**src/rtl/serrx_pkg.sv**
```systemverilog
package serrx_pkg;
  typedef enum logic [2:0] {
    S_IDLE,
    S_START,
    S_DATA,
    S_STOP,
    S_HOLD
  } rx_state_e;
endpackage

```
**src/rtl/serrx_sync.sv**
```systemverilog
module serrx_sync #(
  parameter int STAGES = 2
) (
  input  logic clk,
  input  logic rst_n,
  input  logic d,
  output logic q
);
  logic [STAGES-1:0] chain;

  generate
    if (STAGES == 1) begin : g_one
      always_ff @(posedge clk) begin
        if (!rst_n) chain <= 1'b1;
        else        chain <= d;
      end
    end else begin : g_many
      always_ff @(posedge clk) begin
        if (!rst_n) chain <= '1;
        else        chain <= {chain[STAGES-2:0], d};
      end
    end
  endgenerate

  assign q = chain[STAGES-1];
endmodule

```
**src/rtl/serrx_deser.sv**
```systemverilog
module serrx_deser
  import serrx_pkg::*;
#(
  parameter int OSR   = 16,
  parameter int DBITS = 8
) (
  input  logic             clk,
  input  logic             rst_n,
  input  logic             tick,
  input  logic             rx,
  output logic             done,
  output logic [DBITS-1:0] byte_o,
  output logic             stop_bad
);
  localparam int CW   = $clog2(OSR);
  localparam int BW   = (DBITS > 1) ? $clog2(DBITS) : 1;
  localparam int HALF = OSR / 2;

  rx_state_e         state;
  logic [CW-1:0]     cnt;
  logic [BW-1:0]     bitn;
  logic [DBITS-1:0]  shreg;

  always_ff @(posedge clk) begin
    if (!rst_n) begin
      state    <= S_IDLE;
      cnt      <= '0;
      bitn     <= '0;
      shreg    <= '0;
      byte_o   <= '0;
      stop_bad <= 1'b0;
      done     <= 1'b0;
    end else begin
      done <= 1'b0;
      if (tick) begin
        case (state)
          S_IDLE: begin
            if (!rx) begin
              state <= S_START;
              cnt   <= '0;
            end
          end
          S_START: begin
            if (cnt == CW'(HALF - 1)) begin
              cnt  <= '0;
              bitn <= '0;
              state <= rx ? S_IDLE : S_DATA;
            end else begin
              cnt <= cnt + 1'b1;
            end
          end
          S_DATA: begin
            if (cnt == CW'(OSR - 1)) begin
              cnt   <= '0;
              shreg <= {rx, shreg[DBITS-1:1]};
              if (bitn == BW'(DBITS - 1)) state <= S_STOP;
              else                        bitn  <= bitn + 1'b1;
            end else begin
              cnt <= cnt + 1'b1;
            end
          end
          S_STOP: begin
            if (cnt == CW'(OSR - 1)) begin
              cnt      <= '0;
              done     <= 1'b1;
              byte_o   <= shreg;
              stop_bad <= !rx;
              state    <= rx ? S_IDLE : S_HOLD;
            end else begin
              cnt <= cnt + 1'b1;
            end
          end
          S_HOLD: begin
            if (rx) state <= S_IDLE;
          end
          default: state <= S_IDLE;
        endcase
      end
    end
  end

  p_done_single_r2: assert property (@(posedge clk) disable iff (!rst_n)
    done |=> !done);

  p_hold_until_high_r6: assert property (@(posedge clk) disable iff (!rst_n)
    (state == S_HOLD && !rx) |=> (state == S_HOLD));

  p_err_enters_hold_r6: assert property (@(posedge clk) disable iff (!rst_n)
    (done && stop_bad) |-> (state == S_HOLD));
endmodule

```
**src/rtl/serrx_regs.sv**
```systemverilog
module serrx_regs #(
  parameter int DBITS = 8
) (
  input  logic             clk,
  input  logic             rst_n,
  input  logic             load,
  input  logic [DBITS-1:0] load_byte,
  input  logic             load_fe,
  input  logic             rd_status,
  input  logic             rd_data,
  input  logic             irq_en,
  output logic [DBITS-1:0] data_q,
  output logic             full,
  output logic             fe,
  output logic             irq
);
  logic armed;

  always_ff @(posedge clk) begin
    if (!rst_n) begin
      data_q <= '0;
      full   <= 1'b0;
      fe     <= 1'b0;
      armed  <= 1'b0;
    end else if (load) begin
      data_q <= load_byte;
      full   <= 1'b1;
      fe     <= load_fe;
      armed  <= 1'b0;
    end else if (rd_data) begin
      if (armed) begin
        full <= 1'b0;
        fe   <= 1'b0;
      end
      armed <= 1'b0;
    end else if (rd_status) begin
      armed <= full | fe;
    end
  end

  assign irq = full & irq_en;

  p_fe_needs_full_r4: assert property (@(posedge clk) disable iff (!rst_n)
    fe |-> full);

  p_clear_by_read_r7: assert property (@(posedge clk) disable iff (!rst_n)
    $fell(full) |-> $past(rd_data));

  p_load_wins_r9: assert property (@(posedge clk) disable iff (!rst_n)
    load |=> (full && data_q == $past(load_byte) && fe == $past(load_fe)));

  p_data_stable_r2: assert property (@(posedge clk) disable iff (!rst_n)
    !load |=> $stable(data_q));

  p_no_err_irq_r8: assert property (@(posedge clk) disable iff (!rst_n)
    (fe && !irq_en) |-> !irq);
endmodule

```
**src/rtl/serial_rx_frame.sv**
```systemverilog
module serial_rx_frame #(
  parameter int OSR         = 16,
  parameter int DBITS       = 8,
  parameter int SYNC_STAGES = 2
) (
  input  logic             clk,
  input  logic             rst_n,
  input  logic             os_tick,
  input  logic             rx_in,
  input  logic             rd_status,
  input  logic             rd_data,
  input  logic             irq_en,
  output logic [DBITS-1:0] rx_data,
  output logic             rx_full,
  output logic             frame_err,
  output logic             irq
);
  logic             rx_s;
  logic             done;
  logic [DBITS-1:0] byte_w;
  logic             stop_bad;

  serrx_sync #(.STAGES(SYNC_STAGES)) u_sync (
    .clk   (clk),
    .rst_n (rst_n),
    .d     (rx_in),
    .q     (rx_s)
  );

  serrx_deser #(.OSR(OSR), .DBITS(DBITS)) u_deser (
    .clk      (clk),
    .rst_n    (rst_n),
    .tick     (os_tick),
    .rx       (rx_s),
    .done     (done),
    .byte_o   (byte_w),
    .stop_bad (stop_bad)
  );

  serrx_regs #(.DBITS(DBITS)) u_regs (
    .clk       (clk),
    .rst_n     (rst_n),
    .load      (done),
    .load_byte (byte_w),
    .load_fe   (stop_bad),
    .rd_status (rd_status),
    .rd_data   (rd_data),
    .irq_en    (irq_en),
    .data_q    (rx_data),
    .full      (rx_full),
    .fe        (frame_err),
    .irq       (irq)
  );

  p_break_zero_r5: assert property (@(posedge clk) disable iff (!rst_n)
    (done && stop_bad && byte_w == '0) |=> (frame_err && rx_data == '0));
endmodule

```
**config.mk**
```make
export PLATFORM = sky130hd
export DESIGN_NAME = serial_rx_frame
export DESIGN_NICKNAME = d
export VERILOG_FILES = /design/src/rtl/serrx_pkg.sv /design/src/rtl/serrx_sync.sv /design/src/rtl/serrx_deser.sv /design/src/rtl/serrx_regs.sv /design/src/rtl/serial_rx_frame.sv
export SDC_FILE = /design/constraint.sdc
export NUM_CORES = 1
export LEC_CHECK = 0
export BUFFER_PORTS_ARGS = -buffer_cell sky130_fd_sc_hd__clkbuf_2
export CORE_AREA = 2 2 63 65
export DETAILED_ROUTE_END_ITERATION = 8
export DIE_AREA = 0 0 65 67
export PLACE_DENSITY = 0.71
export SETUP_SLACK_MARGIN = 0.5
export SYNTH_ARGS = -nofsm -noshare
export SYNTH_HDL_FRONTEND = slang
export SYNTH_SLANG_ARGS = --single-unit
```
**constraint.sdc**
```tcl
create_clock -name clk -period 1.7 [get_ports clk]
set_input_delay 0.17 -clock clk [delete_from_list [all_inputs] [get_ports clk]]
set_output_delay 0.17 -clock clk [all_outputs]
set_load 0.03 [all_outputs]
```
==> flow_summary.yaml <==
drt:
  dr_total_vias: 1282
  totalWireLength_mm: 3.06
  routedWlPerCell_um: 12.3
  routed_via_density: 5.17
  drt-pass1-iter-count: 4
  final_antenna_net_count: 0
  drtIter0Drc: 57
  drc: 0
power_and_ir_drop:
  p_int_w: 0.00146
  ir_worst_vdd_mv: 0.471
  switchingPower_w: 0.000345
  swShare: 0.191
  clkPwrFrac: 0.439
  powerDensity_nw_per_um2: 836
  power.leakage_nw: 0.726
  comb_power_share: 0.030
  seq_power_share: 0.532
sta:
  fin_crit_sh: 0.936
  max_clock_freq_mhz: 628
  worst_pin_slew_ns: 0.644
  finClkSkew_ns: 0.0102
  drv_slew: 0
  min_period_ns: 1.59
  finalHoldViolations: 0
  setup_viol: 0
  maxSlewHeadroom: 0.571
  rsz0062_at_grt: "yes"
  fin_tns_setup_ns: 0
worst_setup_path:
  cp_common_cell: "ha_4"
  rr_worst_depth: 6
  crit_end: "u_deser.bitn[0]"
  crit_chain: "ha_4 > ha_4 > and4bb_1 > o211ai_4 > or3b_1 > a21boi_1"
  crit_arrival_ns: 1.81
  r2r_slack_ns: 0.11
  crit_path_max_fanout: 5
  crit_cells: 6
  critical_path_class: "reg -> reg"
  cpPeakStageDelay_ns: 0.36
  r2r_end: "u_deser.bitn[0]"
  crit_path_start: "u_deser.bitn[1]"
  path_buf_inv: 0
  cpLargestDelayFamily: "simple AND/OR/NAND/NOR gates"
  r2r_start: "u_deser.bitn[1]"
  cpMaxStageDelayCell: "or3b_1"
  end_kind: "flop"
  cp.required_ns: 1.91
  critPathLaunchType: "flop"
placed_design:
  dpl_cell_area_um2: 1970
  hpwl_mm: 2.04
  io_buffers: 17
  gp_congestion: 0.780
clock_network:
  h-tree-depth: 2
  holdBufCountCts: 0
  cts_buffers: 5
  clkSinkCount: 41
  cts-root-buf: "clkbuf_8"
  cts_buffer_depth: 2
  cts_tree: "built"
  clk_pin_slew_worst_paths_ns: 0.08
  clkLatencyLatePin_ns: 0.29
cells_and_area:
  nets: 209
  final_area_um2: 2160
  syn_to_final_growth_pct: 21.3
  antenna_cells: 0
  drive_gt1_frac: 0.275
global_route:
  grt_pass1_wl_mm: 4.95
  use_met2: 0.228
  use_met3: 0.0405
  grt_usage: 0.150
  first_global_vias: 1140
  grt_max_degree: 44
  busiest_layer: "met2"
  use_met1: 0.195
  antenna_found_initial: 0
  overflow: 0
synthesis:
  synthCells: 176
  syn_nets: 186
  synth.distinct_cells: 41
  synthMuxAreaShare: 0.135
  seq_area_frac_synth: 0.461
  yosys.area_share.simple: 0.242
  synth-adder-area-share: 0.0211
  ys_ff_latch: 41
  synth_compound_area_frac: 0.0976
  synth_xor_area_frac: 0.00913
  netlist_area_um2: 1780
  synth-warning-count: 0
  avgSynthCellArea_um2: 10.1
  synth_top_family_by_area: "simple AND/OR/NAND/NOR gates"
die:
  fp.dieH_um: 67
  fp-row-count: 22
  initial_core_util: 0.494
  fp.dieW_um: 65
  die-area_um2: 4360
  coreArea_um2: 3610
  pin_count: 18
worst_hold_path:
  holdCritPathClass: "in -> reg"
  min_path_cells: 2
flow_run:
  maxCapViolations: 0
run_status:
  status: "finished clean"
## cells in the final DEF, fill, tap and decap left out, types with 2 or more instances in the layout
| master | netlist | final |
|---|---|---|
| buf_12 | 0 | 2 |
| ha_4 | 0 | 3 |
| and2_1 | 3 | 3 |
| o21ai_1 | 2 | 2 |
| nand3_1 | 3 | 3 |
| nor2_1 | 5 | 4 |
| buf_4 | 3 | 7 |
| clkbuf_8 | 0 | 6 |
| dfxtp_1 | 41 | 32 |
| nor3b_2 | 2 | 2 |
| dfxtp_4 | 0 | 4 |
| nand2b_1 | 5 | 4 |
| a22oi_1 | 2 | 2 |
| o21ai_0 | 2 | 2 |
| nand2_1 | 13 | 13 |
| a21boi_1 | 6 | 6 |
| clkbuf_2 | 0 | 17 |
| mux2i_1 | 24 | 23 |
| dfxtp_2 | 0 | 5 |
| a21oi_1 | 3 | 3 |
| or2_1 | 2 | 2 |
| nor2b_1 | 29 | 29 |
## cell type report
cell class / count / area [um^2]
multi-input combinational: 124 / 962
sequential: 41 / 842
clock buffer: 7 / 86.3
clock inverter: 1 / 30.0
inverter: 1 / 3.75
timing repair buffer: 26 / 178
tap: 48 / 60.1
fill: 300 / 1440
## cell families (layout without fill, tap and decap cells)
| kind of cell | count (synthesis) | in the layout |
|---|---|---|
| multiplexers | 24 | 24 |
| AO/OA/AOI/OAI | 24 | 24 |
| adder cells (fa/ha/maj) | 3 | 3 |
| AND/OR/NAND/NOR | 72 | 72 |
| buffers and inverters | 11 | 35 |
| flip-flops | 41 | 41 |
| XOR/XNOR | 1 | 1 |
## cells in the mapped netlist, drive strengths merged
| cell | number | share of area |
|---|---|---|
| nand2b | 5 | 0.018 |
| and3 | 2 | 0.0077 |
| a21boi | 7 | 0.029 |
| or3b | 1 | 0.0049 |
| xnor2 | 1 | 0.0091 |
| or4 | 1 | 0.0042 |
| a21oi | 3 | 0.0084 |
| o31ai | 1 | 0.0042 |
| and4 | 1 | 0.0049 |
| o21ai | 4 | 0.011 |
| nor4 | 1 | 0.0035 |
| a21o | 1 | 0.0042 |
| o21bai | 1 | 0.0063 |
| nor2b | 29 | 0.10 |
| inv | 1 | 0.0021 |
| ha | 3 | 0.021 |
| clkbuf | 4 | 0.0084 |
| nor4b | 1 | 0.0049 |
| nor3b | 3 | 0.018 |
| buf | 6 | 0.025 |
| nand3 | 3 | 0.0084 |
| nor2 | 5 | 0.011 |
| and2 | 3 | 0.011 |
| o211ai | 2 | 0.011 |
| a22oi | 3 | 0.015 |
| nor3 | 1 | 0.0028 |
| nand2 | 13 | 0.027 |
| mux2i | 24 | 0.13 |
| o22ai | 1 | 0.0035 |
| dfxtp | 41 | 0.46 |
| and4bb | 1 | 0.0070 |
| or2 | 2 | 0.0070 |
| a31oi | 1 | 0.0035 |
## stage by stage
| step | hold WS [ns] | util | power, W | setup WS (ns) | instances |
|---|---|---|---|---|---|
| floorplan | 0.243 | - | 0.00102 | 0.185 | 176 |
| global placement | 0.353 | 0.546 | 0.00104 | 0.147 | 235 |
| detailed placement | 0.362 | 0.546 | 0.00104 | 0.0759 | 235 |
| CTS | 0.0462 | 0.583 | 0.00183 | 0.0936 | 244 |
| global route | 0.0562 | 0.600 | 0.00187 | 0.0292 | 248 |
| finish | 0.0533 | 0.600 | 0.00181 | 0.108 | 248 |
## routing by layer
metal / vias up / share of wire
met5: - / 0
met2: 20 / 0.48
met4: 0 / 0.018
met1: 607 / 0.48
li1: 649 / -
met3: 6 / 0.030
## worst min-delay path by stage
| stage | startpoint | endpoint |
|---|---|---|
| after floorplan | rst_n | u_sync.chain[0] |
| after global placement | rd_data | u_regs.armed |
| after detailed placement | rd_data | u_regs.armed |
| after CTS | rd_data | u_regs.armed |
| after global routing | rd_data | u_regs.armed |
| final | rd_data | u_regs.armed |
## timing repair
action,in CTS,in global routing
gates resized for setup,3,10
setup buffers,1,4
endpoints found under the hold margin,0,0
setup endpoints to repair,28,30
pin swaps,1,4
## sequential cells by signal, summed over array words and instances (netlist names)
signal,count
u_deser.byte_o,8
u_deser.stop_bad,1
u_deser.bitn,3
u_regs.fe,1
u_sync.chain,2
u_regs.data_q,8
u_regs.full,1
u_deser.state,3
u_deser.shreg,8
u_deser.done,1
u_deser.cnt,4
u_regs.armed,1
## power groups by stage
stage / Sequential, W / Clock, W / Combinational, W
after floorplan: 0.000987 / 0 / 0.0000371
after global placement: 0.000989 / 0 / 0.0000474
after detailed placement: 0.000990 / 0 / 0.0000495
after CTS: 0.000967 / 0.000813 / 0.0000511
after global routing: 0.000962 / 0.000850 / 0.0000587
final: 0.000961 / 0.000793 / 0.0000534
Note: power is estimated with default switching activity, not from simulation.
